$ cat src/rtl/acc_alu_pkg.sv
package acc_alu_pkg;
    parameter int unsigned DATA_W = 8;

    typedef enum logic [3:0] {
        OP_ADD   = 4'd0,
        OP_ADDC  = 4'd1,
        OP_SUBB  = 4'd2,
        OP_AND   = 4'd3,
        OP_OR    = 4'd4,
        OP_XOR   = 4'd5,
        OP_INC   = 4'd6,
        OP_DEC   = 4'd7,
        OP_CLR   = 4'd8,
        OP_RORC  = 4'd9,
        OP_SWAP  = 4'd10,
        OP_DADJ  = 4'd11,
        OP_SETC  = 4'd12,
        OP_CLRC  = 4'd13,
        OP_RSV14 = 4'd14,
        OP_RSV15 = 4'd15
    } alu_op_e;

    typedef enum logic {
        MODE_ADD = 1'b0,
        MODE_SUB = 1'b1
    } dec_mode_e;
endpackage

$ cat src/rtl/acc_nib_adder.sv
module acc_nib_adder #(
    parameter int unsigned W = 8
) (
    input  logic [W-1:0] a_i,
    input  logic [W-1:0] b_i,
    input  logic         ci_i,
    output logic [W-1:0] sum_o,
    output logic         co_o,
    output logic         hco_o
);
    localparam int unsigned NIB = W / 2;

    logic [NIB:0] low_sum;
    logic [W:0]   full_sum;

    assign low_sum  = {1'b0, a_i[NIB-1:0]} + {1'b0, b_i[NIB-1:0]} + {{NIB{1'b0}}, ci_i};
    assign full_sum = {1'b0, a_i} + {1'b0, b_i} + {{W{1'b0}}, ci_i};

    assign sum_o = full_sum[W-1:0];
    assign co_o  = full_sum[W];
    assign hco_o = low_sum[NIB];
endmodule

$ cat src/rtl/acc_dec_adjust.sv
module acc_dec_adjust #(
    parameter int unsigned W = 8
) (
    input  logic [W-1:0] a_i,
    input  logic         c_i,
    input  logic         hc_i,
    input  logic         sub_i,
    output logic [W-1:0] y_o
);
    localparam int unsigned NIB = W / 2;
    localparam logic [NIB-1:0] NINE = NIB'(9);
    localparam logic [W-1:0] SIX_LO = W'(6);
    localparam logic [W-1:0] SIX_HI = SIX_LO << NIB;

    logic lo_big, hi_big, lo_fix, hi_fix;
    logic [W-1:0] corr;

    assign lo_big = a_i[NIB-1:0] > NINE;
    assign hi_big = (a_i[W-1:NIB] > NINE) || ((a_i[W-1:NIB] == NINE) && lo_big);

    always_comb begin
        if (sub_i) begin
            lo_fix = ~hc_i;
            hi_fix = ~c_i;
        end else begin
            lo_fix = hc_i | lo_big;
            hi_fix = c_i | hi_big;
        end
        corr = (lo_fix ? SIX_LO : '0) | (hi_fix ? SIX_HI : '0);
        y_o  = sub_i ? (a_i - corr) : (a_i + corr);
    end
endmodule

$ cat src/rtl/acc_shuffle.sv
module acc_shuffle #(
    parameter int unsigned W = 8
) (
    input  logic [W-1:0] a_i,
    input  logic         c_i,
    output logic [W-1:0] rot_o,
    output logic         rot_c_o,
    output logic [W-1:0] swp_o
);
    localparam int unsigned NIB = W / 2;

    assign rot_o   = {c_i, a_i[W-1:1]};
    assign rot_c_o = a_i[0];

    for (genvar g = 0; g < NIB; g++) begin : g_swap
        assign swp_o[g]       = a_i[g + NIB];
        assign swp_o[g + NIB] = a_i[g];
    end
endmodule

$ cat src/rtl/acc_alu_core.sv
module acc_alu_core
    import acc_alu_pkg::*;
#(
    parameter int unsigned W = DATA_W
) (
    input  logic         clk,
    input  logic         rst_n,
    input  logic         wr_en,
    input  logic [3:0]   op_i,
    input  logic [W-1:0] opnd_i,
    output logic [W-1:0] acc_o,
    output logic         carry_o,
    output logic         half_o
);
    localparam int unsigned NIB = W / 2;
    localparam logic [W-1:0] ONE_W = W'(1);

    alu_op_e   op;
    dec_mode_e mode_q, mode_d;

    logic [W-1:0] acc_q, acc_d;
    logic         c_q, c_d, hc_q, hc_d;

    logic [W-1:0] add_b, add_sum, dadj_y, rot_y, swp_y;
    logic         add_ci, add_co, add_hco, rot_c;

    assign op = alu_op_e'(op_i);

    // shared adder: plain add, add with carry, subtract as add of complement
    always_comb begin
        add_b  = (op == OP_SUBB) ? ~opnd_i : opnd_i;
        add_ci = (op == OP_ADD) ? 1'b0 : c_q;
    end

    acc_nib_adder #(.W(W)) u_adder (
        .a_i   (acc_q),
        .b_i   (add_b),
        .ci_i  (add_ci),
        .sum_o (add_sum),
        .co_o  (add_co),
        .hco_o (add_hco)
    );

    acc_dec_adjust #(.W(W)) u_dadj (
        .a_i   (acc_q),
        .c_i   (c_q),
        .hc_i  (hc_q),
        .sub_i (mode_q == MODE_SUB),
        .y_o   (dadj_y)
    );

    acc_shuffle #(.W(W)) u_shuf (
        .a_i     (acc_q),
        .c_i     (c_q),
        .rot_o   (rot_y),
        .rot_c_o (rot_c),
        .swp_o   (swp_y)
    );

    // next correction state
    always_comb begin
        mode_d = mode_q;
        if (wr_en) begin
            unique case (op)
                OP_ADDC: mode_d = MODE_ADD;
                OP_SUBB: mode_d = MODE_SUB;
                default: mode_d = mode_q;
            endcase
        end
    end

    // state register
    always_ff @(posedge clk or negedge rst_n) begin
        if (!rst_n) mode_q <= MODE_ADD;
        else        mode_q <= mode_d;
    end

    // result and flag selection
    always_comb begin
        acc_d = acc_q;
        c_d   = c_q;
        hc_d  = hc_q;
        unique case (op)
            OP_ADD:  acc_d = add_sum;
            OP_ADDC, OP_SUBB: begin
                acc_d = add_sum;
                c_d   = add_co;
                hc_d  = add_hco;
            end
            OP_AND:  acc_d = acc_q & opnd_i;
            OP_OR:   acc_d = acc_q | opnd_i;
            OP_XOR:  acc_d = acc_q ^ opnd_i;
            OP_INC:  acc_d = acc_q + ONE_W;
            OP_DEC:  acc_d = acc_q - ONE_W;
            OP_CLR:  acc_d = '0;
            OP_RORC: begin
                acc_d = rot_y;
                c_d   = rot_c;
            end
            OP_SWAP: acc_d = swp_y;
            OP_DADJ: acc_d = dadj_y;
            OP_SETC: c_d = 1'b1;
            OP_CLRC: c_d = 1'b0;
            OP_RSV14, OP_RSV15: acc_d = acc_q;
            default: acc_d = acc_q;
        endcase
    end

    // datapath registers
    always_ff @(posedge clk or negedge rst_n) begin
        if (!rst_n) begin
            acc_q <= '0;
            c_q   <= 1'b0;
            hc_q  <= 1'b0;
        end else if (wr_en) begin
            acc_q <= acc_d;
            c_q   <= c_d;
            hc_q  <= hc_d;
        end
    end

    assign acc_o   = acc_q;
    assign carry_o = c_q;
    assign half_o  = hc_q;

    AST_HOLD_NO_WRITE: assert property (@(posedge clk) disable iff (!rst_n)
        !wr_en |=> $stable(acc_q) && $stable(c_q) && $stable(hc_q) && $stable(mode_q));
    AST_ADD_KEEPS_FLAGS: assert property (@(posedge clk) disable iff (!rst_n)
        (wr_en && op == OP_ADD) |=> $stable(c_q) && $stable(hc_q));
    AST_ADDC_MODE: assert property (@(posedge clk) disable iff (!rst_n)
        (wr_en && op == OP_ADDC) |=> mode_q == MODE_ADD);
    AST_SUBB_MODE: assert property (@(posedge clk) disable iff (!rst_n)
        (wr_en && op == OP_SUBB) |=> mode_q == MODE_SUB);
    AST_CLR_ZERO: assert property (@(posedge clk) disable iff (!rst_n)
        (wr_en && op == OP_CLR) |=> acc_q == '0);
    AST_RORC_CARRY: assert property (@(posedge clk) disable iff (!rst_n)
        (wr_en && op == OP_RORC) |=> c_q == $past(acc_q[0]) && acc_q[W-1] == $past(c_q));
    AST_SWAP_NIBBLES: assert property (@(posedge clk) disable iff (!rst_n)
        (wr_en && op == OP_SWAP) |=> acc_q == {$past(acc_q[NIB-1:0]), $past(acc_q[W-1:NIB])});
    AST_SETC_CLRC: assert property (@(posedge clk) disable iff (!rst_n)
        (wr_en && (op == OP_SETC || op == OP_CLRC)) |=> c_q == (op_i == 4'd12 ? $past(op == OP_SETC) : $past(op == OP_SETC)) && $stable(acc_q));
    AST_DADJ_FLAGS: assert property (@(posedge clk) disable iff (!rst_n)
        (wr_en && op == OP_DADJ) |=> $stable(c_q) && $stable(hc_q) && $stable(mode_q));
    AST_RESERVED_IDLE: assert property (@(posedge clk) disable iff (!rst_n)
        (wr_en && (op == OP_RSV14 || op == OP_RSV15)) |=> $stable(acc_q) && $stable(c_q) && $stable(hc_q));
endmodule

$ cat config.mk
export PLATFORM = sky130hd
export DESIGN_NAME = acc_alu_core
export DESIGN_NICKNAME = d
export VERILOG_FILES = /design/src/rtl/acc_alu_pkg.sv /design/src/rtl/acc_nib_adder.sv /design/src/rtl/acc_dec_adjust.sv /design/src/rtl/acc_shuffle.sv /design/src/rtl/acc_alu_core.sv
export SDC_FILE = /design/constraint.sdc
export NUM_CORES = 1
export LEC_CHECK = 0
export ABC_AREA = 1
export BUFFER_PORTS_ARGS = -buffer_cell sky130_fd_sc_hd__buf_4
export CORE_MARGIN = 2
export CORE_UTILIZATION = 64
export DETAILED_ROUTE_END_ITERATION = 6
export GPL_TIMING_DRIVEN = 0
export PLACE_DENSITY = 0.9
export REMOVE_ABC_BUFFERS = 1
export SETUP_SLACK_MARGIN = 0.2
export SLEW_MARGIN = 20
export SYNTH_ARGS = -nofsm -noshare
export SYNTH_HDL_FRONTEND = slang
export SYNTH_SLANG_ARGS = --single-unit
$ cat constraint.sdc
create_clock -name clk -period 4.37 [get_ports clk]
set_input_delay 0.2185 -clock clk [delete_from_list [all_inputs] [get_ports clk]]
set_output_delay 0.2185 -clock clk [all_outputs]
set_load 0.05 [all_outputs]
==> summary.md <==
| Metric | Value |
|---|---|
| Final setup TNS | `0 ns` |
| Detailed Place HPWL | `4544 µm` |
| Filler cells | `269` |
| Detail Route Antenna Nets | `0` |
| Share of layout cells above drive strength 1 | `0.1223` |
| Synth top area cells | `ha_1, nand2_1, dfrtp_1` |
| Final wirelength | `around 5600 µm` |
| Unrepaired setup endpoints after global routing | `false` |
| Total grt overflow | `0` |
| Initial DRC count | `about 240` |
| Initial antenna violation count | `0` |
| Final core utilization | `0.7677` |
| Clock Skew | `about 0.0038 ns` |
| Synth Area per Inst | `6.234 µm²` |
| Worst r2r path cells | `18` |
| Routability cong. | `0.9466` |
| Rows | `20` |
| Finished Layout Cells | `just over 400` |
| Crit path from | `acc_o[2]$_DFFE_PN0P_` |
| Core area | `3103 µm²` |
| Sequential area share after synthesis | `0.1295` |
| EDFF count, synth | `0` |
| Slew margin rel. | `0.7370` |
| Drt first pass iters | `5` |
| DP Cell Count | `about 410` |
| Cells after Synth | `roughly 340` |
| Cts hold-fix bufs | `1` |
| Reg-to-reg critical path startpoint | `acc_o[2]$_DFFE_PN0P_` |
| Vias in the first global route | `between 2k and 2.5k` |
| Die Y | `61.63 µm` |
| CTS clk-pin slew, worst paths | `about 0.070 ns` |
| Reg-to-reg endpoint | `acc_o[7]$_DFFE_PN0P_` |
| Clock Latency Late Sink | `roughly 0.27 ns` |
| Final-report setup violation count | `0` |
| # Max-Cap Violations | `0` |
| Worst setup margin | `1.251 ns` |
| Status | `finished clean` |
| Fin nets | `between 400 and 500` |
| Fmax | `320.6 MHz` |
| Pin count of the biggest net entering global routing | `12` |
| # port buffers | `24` |
| Setup slack, reg-to-reg | `1.25 ns` |
| Yosys top cell area share | `0.1883` |
| Routed wire per std cell | `about 14 µm` |
| Die width | `approximately 60 µm` |
| Critical Path Fanout Max | `8` |
| Total number of vias | `approximately 2.3k` |
| YS warnings | `0` |
| Num Clock Sinks | `11` |
| Critical path type | `reg2reg` |
| Dpl cell area | `roughly 2300 µm²` |
| #FFs+latches synth | `11` |
| All-Layer GR Usage | `0.3213` |
| Pwr dens | `421.4 nW/µm²` |
| CP startpoint kind | `flop` |
| Async S/R FF share, synth | `1.000` |
| Final Max Slew Viols | `0` |
| Die area | `3798 µm²` |
| Design Area, Final | `approximately 2400 µm²` |
| Slew @ Worst Pin | `approximately 0.39 ns` |
| Final routed DRC violation total | `0` |
| Most common flop cell mapped by yosys | `dfrtp_1` |
| Starting Density | `0.6851` |
| Layout overhead on the synthesized area | `12.07%` |
| Leading area contributor after synthesis | `ha_1` |
| Setup bufs post-CTS | `0` |
| Final min period | `3.119 ns` |
| Arrival time worst endpoint | `~3.3 ns` |
| Distinct cells, synth | `30` |
| CTS tree | `yes` |
| H-tree Lvls | `1` |
| CTS resizes | `0` |
| Worst Hold Depth | `3` |
| Vias/cell | `about 5.6` |
| Worst-case clock buffer depth | `2` |
| First-pass GRT wire length | `slightly above 9000 µm` |
| P_leak | `between 1 and 1.5 nW` |
| HP Class | `in2reg` |
| Total CTS buffers | `3` |
| Worst hold start | `wr_en` |
| Hold Crit Endpoint | `mode_q$_DFFE_PN0P_` |
| Ports | `25` |
| Root Buffer | `clkbuf_4` |
| Final period util | `0.7137` |
| Peak supply drop | `about 350 µV` |
| Crit. End Element | `flop` |
| Pre-CTS setup slack | `between 1 and 1.5 ns` |
| Final hold violation count | `0` |
| Cell Area, Synth | `around 2100 µm²` |
| N_diodes | `0` |
| CP Data Required Time | `about 4.5 ns` |
-- per-stage QoR --
step	hold slack, ns	power [mW]
2_1_floorplan	-0.07709	0.7205
3_3_place_gp	0.05743	0.8993
3_5_place_dp	0.06392	0.9185
4_1_cts	0.2674	0.9933
5_1_grt	0.2717	1.102
6_report	0.2629	1.004
-- per-layer routing --
layer,part of all wire,up-vias,wire [µm],GRT usage
met5,0,-,0,0
met4,0.026,0,143,0.08207
met3,0.081,17,452,0.05252
met2,0.47,111,2594,0.5594
met1,0.43,1042,2380,0.4115
li1,-,1149,-,-
-- synthesized netlist by cell type, drive strengths merged (3+ instances only) --
cell / n
o22ai: 8
nor2: 26
inv: 67
dfrtp: 11
xor2: 10
nand4: 5
nand2: 91
fa: 3
a21oi: 16
nand3: 27
ha: 32
nor3: 5
o21ai: 28
-- sequential cells by signal (all words and copies together) (netlist names) --
name and count:
mode_q 1, acc_o 8, half_o 1, carry_o 1
-- power breakdown --
| group | switching (mW) | internal [mW] | leakage [nW] |
|---|---|---|---|
| Clock | 0.0363 | 0.0354 | 0.0150 |
| Sequential | 0.0664 | 0.135 | 0.132 |
| Combinational | 0.478 | 0.253 | 1.21 |
| Total | 0.581 | 0.423 | 1.35 |
-- kinds of logic (layout without fill, tap and decap cells) --
group	after synthesis	after routing	share of synthesized area
simple gates	158	158	0.3284
buf+inv	69	96	0.1254
compound gates	56	56	0.1501
fa+ha+maj	35	35	0.2166
xor+xnor	11	11	0.04532
flops	11	11	0.1295
mux	1	1	0.004709
-- worst max path at each step --
stage / end / slack (ns) / cells past startpoint
CTS: acc_o[7]$_DFFE_PN0P_ / 1.36 / 18
finish: acc_o[7]$_DFFE_PN0P_ / 1.25 / 18
global placement: acc_o[7]$_DFFE_PN0P_ / 1.47 / 18
detailed placement: acc_o[7]$_DFFE_PN0P_ / 1.40 / 18
floorplan: acc_o[7]$_DFFE_PN0P_ / 1.56 / 19
global route: acc_o[7]$_DFFE_PN0P_ / 1.15 / 18
-- placed cells by master (no fill, tap or decap), types with 3 or more instances in the layout --
cell and instances:
nand2_2 4, dfrtp_1 11, o21ai_1 5, nor2_1 22
o22ai_1 8, nand4_1 5, ha_1 32, a21oi_1 16
clkbuf_4 3, nand3_1 27, nand2_1 87, inv_1 63
xor2_1 10, nor3_1 4, fa_1 3, inv_2 4
o21ai_0 20, nor2_4 3, buf_4 24
-- cell type report --
| cell class | instances | area [µm²] | area share |
|---|---|---|---|
| flip-flops and latches | 11 | 275.3 | 0.1155 |
| repair buffers | 25 | 190.2 | 0.07983 |
| inverters | 67 | 251.5 | 0.1056 |
| well taps | 44 | 55.05 | 0.02311 |
| clock buffers | 4 | 26.28 | 0.01103 |
| multi-input cells | 261 | 1584 | 0.6649 |
-- critical path: stages (launching register included) --
cell	delay, ns
dfrtp_1	0.50
o21ai_0	0.40
a21oi_1	0.18
nor2_1	0.19
inv_1	0.07
ha_1	0.30
a21oi_1	0.14
o21ai_0	0.11
ha_1	0.36
nand2_1	0.11
inv_1	0.04
a21oi_1	0.14
nand2_1	0.10
inv_1	0.06
nand2_1	0.05
nand3_1	0.07
nand3_1	0.08
nand2_1	0.07
nand2_1	0.05
Power figures use the tool's default switching activity.
